File: src/rtl/lcd_sr_pkg.sv
// Shared constants and types for the LCD refresh controller.
// Assumes: register selects are 2 bits wide.
package lcd_sr_pkg;
    localparam logic [1:0] SEL_ADDR = 2'd0;
    localparam logic [1:0] SEL_SIZE = 2'd1;
    localparam logic [1:0] SEL_CTRL = 2'd2;
    localparam logic [1:0] SEL_GO   = 2'd3;

    typedef enum logic [2:0] {
        ST_IDLE,
        ST_REQ,
        ST_READ,
        ST_SHIFT,
        ST_LWAIT
    } seq_state_t;
endpackage

File: src/rtl/lcd_sr_regs.sv
// Register file: start address, frame size, clock select and gray level.
// It also generates a single-cycle go pulse.
// Assumes: go is qualified here, so the sequencer never sees a go while busy
// or while the size is 0.
module lcd_sr_regs
    import lcd_sr_pkg::*;
#(
    parameter int ADDR_W = 16,
    parameter int SIZE_W = 12
) (
    input  logic              clk,
    input  logic              rst_n,
    input  logic              wr_en,
    input  logic [1:0]        wr_sel,
    input  logic [ADDR_W-1:0] wr_data,
    input  logic              busy,
    output logic [ADDR_W-1:0] start_addr,
    output logic [SIZE_W-1:0] frame_size,
    output logic              clk_sel,
    output logic [1:0]        gray,
    output logic              go
);
    // Holds the programmed registers; all clear on reset.
    always_ff @(posedge clk) begin
        if (!rst_n) begin
            start_addr <= '0;
            frame_size <= '0;
            clk_sel    <= 1'b0;
            gray       <= 2'd0;
        end else if (wr_en) begin
            case (wr_sel)
                SEL_ADDR: start_addr <= wr_data;
                SEL_SIZE: frame_size <= wr_data[SIZE_W-1:0];
                SEL_CTRL: begin
                    clk_sel <= wr_data[0];
                    gray    <= wr_data[2:1];
                end
                default: ;
            endcase
        end
    end

    // A go is honoured only when idle and when the size is non-zero.
    always_comb go = wr_en && (wr_sel == SEL_GO) && !busy && (frame_size != '0);
endmodule

File: src/rtl/lcd_sr_clk_sel.sv
// LCD clock source selection between two tick enables.
// Assumes: both ticks are synchronous one-cycle pulses in the clk domain.
module lcd_sr_clk_sel (
    input  logic sel,
    input  logic lf_tick,
    input  logic tmr_tick,
    output logic lcd_tick
);
    // Chooses the tick that paces the line and frame strobes.
    always_comb lcd_tick = sel ? tmr_tick : lf_tick;
endmodule

File: src/rtl/lcd_sr_seq.sv
// Frame sequencer: handles the bus handshake, issues the memory reads and
// drives the LCD data and strobes.
// Assumes: bus_gnt stays high while bus_req is high, and read data arrives
// one cycle after mem_rd.
module lcd_sr_seq
    import lcd_sr_pkg::*;
#(
    parameter int ADDR_W     = 16,
    parameter int SIZE_W     = 12,
    parameter int LINE_BYTES = 8
) (
    input  logic              clk,
    input  logic              rst_n,
    input  logic              go,
    input  logic [ADDR_W-1:0] start_addr,
    input  logic [SIZE_W-1:0] frame_size,
    input  logic              lcd_tick,
    input  logic              bus_gnt,
    output logic              bus_req,
    output logic              mem_rd,
    output logic [ADDR_W-1:0] mem_addr,
    input  logic [7:0]        mem_rdata,
    output logic [7:0]        lcd_data,
    output logic              lcd_shift,
    output logic              lcd_latch,
    output logic              lcd_frame,
    output logic              lcd_alt
);
    localparam int LINE_W = (LINE_BYTES > 1) ? $clog2(LINE_BYTES) : 1;
    localparam logic [LINE_W-1:0] LINE_LAST = LINE_W'(LINE_BYTES - 1);

    seq_state_t        state;
    logic [ADDR_W-1:0] addr_q;
    logic [SIZE_W-1:0] left_q;
    logic [LINE_W-1:0] line_q;

    // Main state machine with the address, remaining-byte and line counters.
    always_ff @(posedge clk) begin
        if (!rst_n) begin
            state     <= ST_IDLE;
            addr_q    <= '0;
            left_q    <= '0;
            line_q    <= '0;
            lcd_data  <= 8'd0;
            lcd_shift <= 1'b0;
            lcd_latch <= 1'b0;
            lcd_frame <= 1'b0;
            lcd_alt   <= 1'b0;
        end else begin
            lcd_shift <= 1'b0;
            lcd_latch <= 1'b0;
            lcd_frame <= 1'b0;
            case (state)
                ST_IDLE: if (go) begin
                    addr_q <= start_addr;
                    left_q <= frame_size;
                    line_q <= '0;
                    state  <= ST_REQ;
                end
                ST_REQ: if (bus_gnt) state <= ST_READ;
                ST_READ: state <= ST_SHIFT;
                ST_SHIFT: begin
                    lcd_data  <= mem_rdata;
                    lcd_shift <= 1'b1;
                    addr_q    <= addr_q + 1'b1;
                    left_q    <= left_q - 1'b1;
                    if (left_q == SIZE_W'(1) || line_q == LINE_LAST) begin
                        line_q <= '0;
                        state  <= ST_LWAIT;
                    end else begin
                        line_q <= line_q + 1'b1;
                        state  <= ST_READ;
                    end
                end
                ST_LWAIT: if (lcd_tick) begin
                    lcd_latch <= 1'b1;
                    if (left_q == '0) begin
                        lcd_frame <= 1'b1;
                        lcd_alt   <= ~lcd_alt;
                        state     <= ST_IDLE;
                    end else begin
                        state <= ST_READ;
                    end
                end
                default: state <= ST_IDLE;
            endcase
        end
    end

    // Bus request covers the whole frame; a read is issued in the READ state.
    always_comb begin
        bus_req  = (state != ST_IDLE);
        mem_rd   = (state == ST_READ);
        mem_addr = addr_q;
    end


    rd_needs_req_chk: assert property (@(posedge clk) disable iff (!rst_n)
        mem_rd |-> bus_req);

    latch_paced_chk: assert property (@(posedge clk) disable iff (!rst_n)
        lcd_latch |-> $past(lcd_tick));

    alt_flip_chk: assert property (@(posedge clk) disable iff (!rst_n)
        lcd_frame |-> (lcd_alt != $past(lcd_alt)) && lcd_latch);

    frame_release_chk: assert property (@(posedge clk) disable iff (!rst_n)
        $fell(bus_req) |-> lcd_frame);

    shift_single_chk: assert property (@(posedge clk) disable iff (!rst_n)
        lcd_shift |=> !lcd_shift);
endmodule

File: src/rtl/lcd_sr_refresh.sv
// Top level of the shift-register LCD refresh controller.
// Assumes: every input is synchronous to clk and ticks are one cycle wide.
module lcd_sr_refresh
    import lcd_sr_pkg::*;
#(
    parameter int ADDR_W     = 16,
    parameter int SIZE_W     = 12,
    parameter int LINE_BYTES = 8
) (
    input  logic              clk,
    input  logic              rst_n,
    input  logic              wr_en,
    input  logic [1:0]        wr_sel,
    input  logic [ADDR_W-1:0] wr_data,
    output logic              busy,
    input  logic              lf_tick,
    input  logic              tmr_tick,
    output logic              bus_req,
    input  logic              bus_gnt,
    output logic              mem_rd,
    output logic [ADDR_W-1:0] mem_addr,
    input  logic [7:0]        mem_rdata,
    output logic [7:0]        lcd_data,
    output logic              lcd_shift,
    output logic              lcd_latch,
    output logic              lcd_frame,
    output logic              lcd_alt,
    output logic [1:0]        lcd_gray
);
    logic [ADDR_W-1:0] start_addr;
    logic [SIZE_W-1:0] frame_size;
    logic              clk_sel;
    logic              go;
    logic              lcd_tick;

    lcd_sr_regs #(.ADDR_W(ADDR_W), .SIZE_W(SIZE_W)) u_regs (
        .clk(clk), .rst_n(rst_n), .wr_en(wr_en), .wr_sel(wr_sel),
        .wr_data(wr_data), .busy(busy), .start_addr(start_addr),
        .frame_size(frame_size), .clk_sel(clk_sel), .gray(lcd_gray), .go(go)
    );

    lcd_sr_clk_sel u_clk (
        .sel(clk_sel), .lf_tick(lf_tick), .tmr_tick(tmr_tick), .lcd_tick(lcd_tick)
    );

    lcd_sr_seq #(.ADDR_W(ADDR_W), .SIZE_W(SIZE_W), .LINE_BYTES(LINE_BYTES)) u_seq (
        .clk(clk), .rst_n(rst_n), .go(go), .start_addr(start_addr),
        .frame_size(frame_size), .lcd_tick(lcd_tick), .bus_gnt(bus_gnt),
        .bus_req(bus_req), .mem_rd(mem_rd), .mem_addr(mem_addr),
        .mem_rdata(mem_rdata), .lcd_data(lcd_data), .lcd_shift(lcd_shift),
        .lcd_latch(lcd_latch), .lcd_frame(lcd_frame), .lcd_alt(lcd_alt)
    );

    // Busy mirrors the bus request for the whole frame.
    always_comb busy = bus_req;
endmodule

File: config.mk
export PLATFORM = sky130hd
export DESIGN_NAME = lcd_sr_refresh
export DESIGN_NICKNAME = d
export VERILOG_FILES = /design/src/rtl/lcd_sr_pkg.sv /design/src/rtl/lcd_sr_regs.sv /design/src/rtl/lcd_sr_clk_sel.sv /design/src/rtl/lcd_sr_seq.sv /design/src/rtl/lcd_sr_refresh.sv
export SDC_FILE = /design/constraint.sdc
export NUM_CORES = 1
export LEC_CHECK = 0
export BUFFER_PORTS_ARGS = -buffer_cell sky130_fd_sc_hd__buf_2
export CAP_MARGIN = 20
export CORE_MARGIN = 3
export CORE_UTILIZATION = 50
export CTS_CLUSTER_DIAMETER = 200
export CTS_CLUSTER_SIZE = 20
export DETAILED_ROUTE_END_ITERATION = 16
export PLACE_DENSITY = 0.71
export SLEW_MARGIN = 20
export SYNTH_ARGS = -nofsm -noshare
export SYNTH_HDL_FRONTEND = slang
export SYNTH_SLANG_ARGS = --single-unit
export TNS_END_PERCENT = 10
File: constraint.sdc
create_clock -name clk -period 2.1 [get_ports clk]
set_input_delay 0.105 -clock clk [delete_from_list [all_inputs] [get_ports clk]]
set_output_delay 0.105 -clock clk [all_outputs]
set_load 0.05 [all_outputs]
Word-level counts from Yosys, hierarchy flattened. Cells that the tools add are included.

Memory bits (read-only): 0. Output and inout bits: 33. Memories: 0. Logic and storage cells: 65. Bits in writable memories: 0. Register bits: 77. Bits in latches: 0. Input bits: 32.

Bitwise gates (word level): 1. Shift operators: 0. $mul: 0. Eq/ne operators: 12. Divide/modulo/power cells: 0. Add/subtract/negate cells: 3. Reductions and logical operators: 19. Mux-type cells: 17. $lt $le $gt $ge: 0.

Operators with widths (number): $pmux 16 s2 (1); $pmux 12 s2 (1); $mux 3 (6); $add 16x1->16 const B (1); $mux 16 (1); $pmux 3 s5 (1); $eq 12x1->1 const B (1); $logic_not 12->1 (1); $mux 12 (1); $reduce_bool 12->1 (1); $sub 12x1->12 const B (1); $reduce_and 2->1 (5); $reduce_and 3->1 (3); $eq 3x2->1 const B (2); $eq 3x3->1 const B (2); $ne 2x2->1 const B (3); $pmux 3 s2 (1); $eq 2x2->1 const B (2); $mux 1 (4); $add 3x1->3 const B (1); $eq 3x1->1 const B (1); $logic_and 1x1->1 (3); $logic_not 3->1 (1); $reduce_bool 3->1 (1); 7 further kinds (7).

Longest topological paths before layout.
Depth in word-level cells: 6. Gate-level depth with buffers: 8. Mapped depth without buffers: 6.

Modules after synthesis. Synthesis repeated with hierarchy kept, for this count alone.

Cell total of the unflattened synthesis: 411. Area, all modules: 3595.9 um^2.

By module, submodules not included: lcd_sr_seq (area each 2364.8 um^2, times used 1, cells an instance 284); lcd_sr_regs (area each 1208.7 um^2, times used 1, cells an instance 125); lcd_sr_clk_sel (area each 15.0 um^2, times used 1, cells an instance 1); lcd_sr_refresh (area each 7.5 um^2, times used 1, cells an instance 1).

Worst setup path after synthesis. OpenSTA, ideal clock, no wires.

Path kind: register -> register. From: register u_seq.addr_q[0] (netlist: u_seq.mem_addr[0]). To: register u_seq.addr_q[14] (netlist: u_seq.mem_addr[14]). Setup time: 74 ps. Setup slack: -50 ps. Cell stages (with the launch flop): 7. Path buffers: 1. Data arrival time: 2076 ps. Path through: dfxtp_1 ha_1 nand3_1 or3_1 clkbuf_1 or3_1 a31oi_1.

Cells in the longest elaborated chain, start to end: 2.

RTL lines: start: declaration (RTL line lcd_sr_seq.sv:33) `logic [ADDR_W-1:0] addr_q;`; start signal: assignment (RTL line lcd_sr_seq.sv:55) `addr_q <= start_addr;`; start signal: assignment (RTL line lcd_sr_seq.sv:65) `addr_q <= addr_q + 1'b1;`; $add 16x1->16 (RTL line lcd_sr_seq.sv:65); $pmux 16 s2 (RTL line lcd_sr_seq.sv:53) `case (state)`.

Every way passes these cells. A chain may end at the register's enable or synchronous reset.

Worst setup path after layout.
From: register u_seq.state[0]. To: register u_seq.left_q[7].

Cells in the longest elaborated chain, start to end: 6. Elaborated cells between the ends (all ways): 10. Classes of those cells: 2 x eq/ne; 1 x mux; 7 x reduce/logical.

RTL lines: start: declaration (RTL line lcd_sr_seq.sv:32) `seq_state_t state;`; start signal: assignment (RTL line lcd_sr_seq.sv:40) `state <= ST_IDLE;`; start signal: assignment (RTL line lcd_sr_seq.sv:58) `state <= ST_REQ;`; start signal: assignment (RTL line lcd_sr_seq.sv:60) `ST_REQ: if (bus_gnt) state <= ST_READ;`; $reduce_bool 3->1 (RTL line lcd_sr_seq.sv:92) `bus_req = (state != ST_IDLE);`; $logic_not 1->1 (RTL line lcd_sr_regs.sv:44) `always_comb go = wr_en && (wr_sel == SEL_GO) && !busy && (frame_size != '0);`; $logic_and 1x1->1 (2 in a row) (RTL line lcd_sr_regs.sv:44); $ne 2x2->1 (no source line); $reduce_and 2->1 (no source line); end signal: assignment (RTL line lcd_sr_seq.sv:56) `left_q <= frame_size;`; end signal: assignment (RTL line lcd_sr_seq.sv:66) `left_q <= left_q - 1'b1;`; end: declaration (RTL line lcd_sr_seq.sv:34) `logic [SIZE_W-1:0] left_q;`.

Parallel ways exist; a longest one is shown, timed or not.

==> results.toml <==
[clocking]
cts.sinks = 77
postCtsSetupBuffers = 0
clock_path_buffers = 2
clk_pin_slew_ps = 80
postCtsHoldBufs = 16
cts_root_buf = "clkbuf_8"
cts.repair.resized = 0
clk_latency_ps = 350
cts_buffers = 9
cts_tree = "built"
h-tree-depth = 3

[cells_and_area]
diodes = 0
syn_to_final_growth_pct = 22.28
fin_nets = 517
final_common_cell = "dfxtp_1"
drive_gt1_frac = 0.2412
fin_util = 0.6535
final_cell_mix = "dfxtp_1 (75), nand2_1 (66), buf_2 (64), a21oi_1 (43), nor2_1 (42)"

[global_routing]
antenna_found_initial = 0
track_usage = 0.2249
grt_pass1_vias = 3060
grt_pass1_wl_mm = 14.84
grt_overflow_total = 0
grt_max_degree = 23

[setup_path]
cp-start-kind = "flip-flop"
path_cells = "or3_4 > nor2_4 > a21oi_4 > buf_4 > a222oi_1 > nor2_1"
worst-path-stages = 6
slowest_stage = "or3_4"
critPathTopFamily = "simple AND/OR/NAND/NOR gates"
reg2reg_depth = 6
crit_type = "flip-flop to flip-flop"
slowest_delay_ps = 460
cp.required_ps = 2330
worstPathMaxFanout = 9
arrival_ps = 2120
cp_num_buf_inv = 1
cp-end-kind = "flip-flop"

[floorplanning]
core.rowCount = 29
io_pins = 65
start_util = 0.5344
fp.dieW_um = 89.78
die_y_um = 89.78
die_area_sq_um = 8060
coreArea_sq_um = 6568

[min_path]
hp-class = "input port to flip-flop"
holdPathStages = 3

[synth]
synth.distinct_cells = 60
synthesis.area_sq_um = 3510
synth_top_area_cell = "dfxtp_1"
syn_inst = 401
netlist_top_cells_area = "dfxtp_1 (44%), nand2_1 (7.1%), a21oi_1 (6.1%), mux2i_1 (4.6%), nor2_1 (4.5%)"
avgSynthCellArea_sq_um = 8.752
async_flop_share = 0
synth-seq-cells = 77
synth_fp_nets = 438
synth_ff_type = "dfxtp_1"
yosysSeqAreaShare = 0.4392
synth_top_cell_area_share = 0.4392
ys.warnings.count = 0
synth_edf_count = 0

[timing]
rsz0062_at_grt = "false"
drv_slew = 0
finalCritPeriodShare = 0.8988
setup-tns-final_ps = 0
max_freq_ghz = 0.5298
min_period_ps = 1888
slew-limit-headroom = 0.5986
setup_violations = 0
finalHoldViolCount = 0
fin_worst_skew_ps = 9.662
tightest_slew_ps = 596.6
timing.hold.ws_ps = 15.48

[job]
cap_violations = 0

[detailed_routing]
vias = 3298
via_per_inst = 5.706
wl_per_cell_um = 15.38
drt-initial-drc-count = 329
first_pass_iters = 8
drt_wl_total_mm = 8.887
final_antenna_net_count = 0
drcViolationCount = 0

[power]
irDropWorstVdd_uv = 467.5
p_per_area_nw_per_um2 = 718.7
leakagePower_nw = 1.844

[placement]
place_congestion = 0.8556
dp_hpwl_mm = 6.494
port_buffers = 64

[status]
status = "finished, final reports clean"
tightest hold or removal path: cells and delay by family:
family,cells,cell delay [ps]
buffers and inverters,1,110
AND/OR/NAND/NOR,1,50
AO/OA/AOI/OAI,1,50
per-layer routing:
| layer | routed length, um | GRT usage | part of all wire |
|---|---|---|---|
| met5 | 0 | 0 | 0 |
| met1 | 4012 | 0.3090 | 0.45 |
| met3 | 715 | 0.05259 | 0.080 |
| met4 | 148 | 0.06386 | 0.017 |
| met2 | 4011 | 0.3546 | 0.45 |
through the flow:
| stage | area (sq um) | total power, W | worst slack (ps) | cells |
|---|---|---|---|---|
| after floorplan | 3512 | 0.001741 | 92.72 | 401 |
| after global placement | 3900 | 0.001821 | 266.4 | 546 |
| after detailed placement | 3900 | 0.001828 | 237.2 | 546 |
| after CTS | 4292 | 0.003111 | 219.6 | 578 |
| after global routing | 4292 | 0.003204 | 69.73 | 578 |
| final | 4292 | 0.003084 | 212.5 | 578 |
state kept, by name (all words and copies together), names as in the netlist:
name,flops
u_regs.gray,2
u_regs.start_addr,16
u_seq.lcd_data,8
u_seq.lcd_shift,1
u_seq.lcd_latch,1
u_seq.lcd_frame,1
u_seq.state,3
u_regs.clk_sel,1
u_seq.lcd_alt,1
u_seq.line_q,3
u_regs.frame_size,12
u_seq.mem_addr,16
u_seq.left_q,12
where the power goes:
group	switching, W	internal (W)	total [W]
combinational	0.000177	0.000118	0.000295
clock	0.000557	0.000710	0.00127
sequential	0.0000341	0.00149	0.00152
cell families after synthesis:
kind of cell    count (synthesis)  synth area share
mux                            16           0.04563
buf+inv                        31           0.04919
fa+ha+maj                       5           0.01783
compound gates                 96            0.1850
flops                          77            0.4392
xor+xnor                        8           0.01996
simple gates                  168            0.2431
path summary, 6_finish.rpt:
path / slack, ps / from / endpoint
max: 210 / u_seq.state[0] / u_seq.left_q[7]
min: 20 / wr_data[7] / u_regs.start_addr[7]
max reg2reg: 210 / u_seq.state[0] / u_seq.left_q[7]
min reg2reg: 450 / u_seq.lcd_data[7] / u_seq.lcd_data[7]
Yosys cell counts, types with 5 or more instances:
master    count
o21ai_0       5
dfxtp_1      77
nand2_1      66
nor2_1       42
mux2i_1      16
o21ai_1       6
clkbuf_1     14
nor3_1        5
nand3_1      14
a31oi_1       7
a22oi_1       5
a21oi_1      43
ha_1          5
layout make-up:
class,count,area (sq um)
clock buffers,10,137.6
clock inverters,6,93.84
fillers,562,2276
inverters,5,18.77
multi-input cells,293,1795
flip-flops and latches,77,1544
well taps,93,116.4
repair buffers,94,585.6
(Power assumes the default switching activity.)
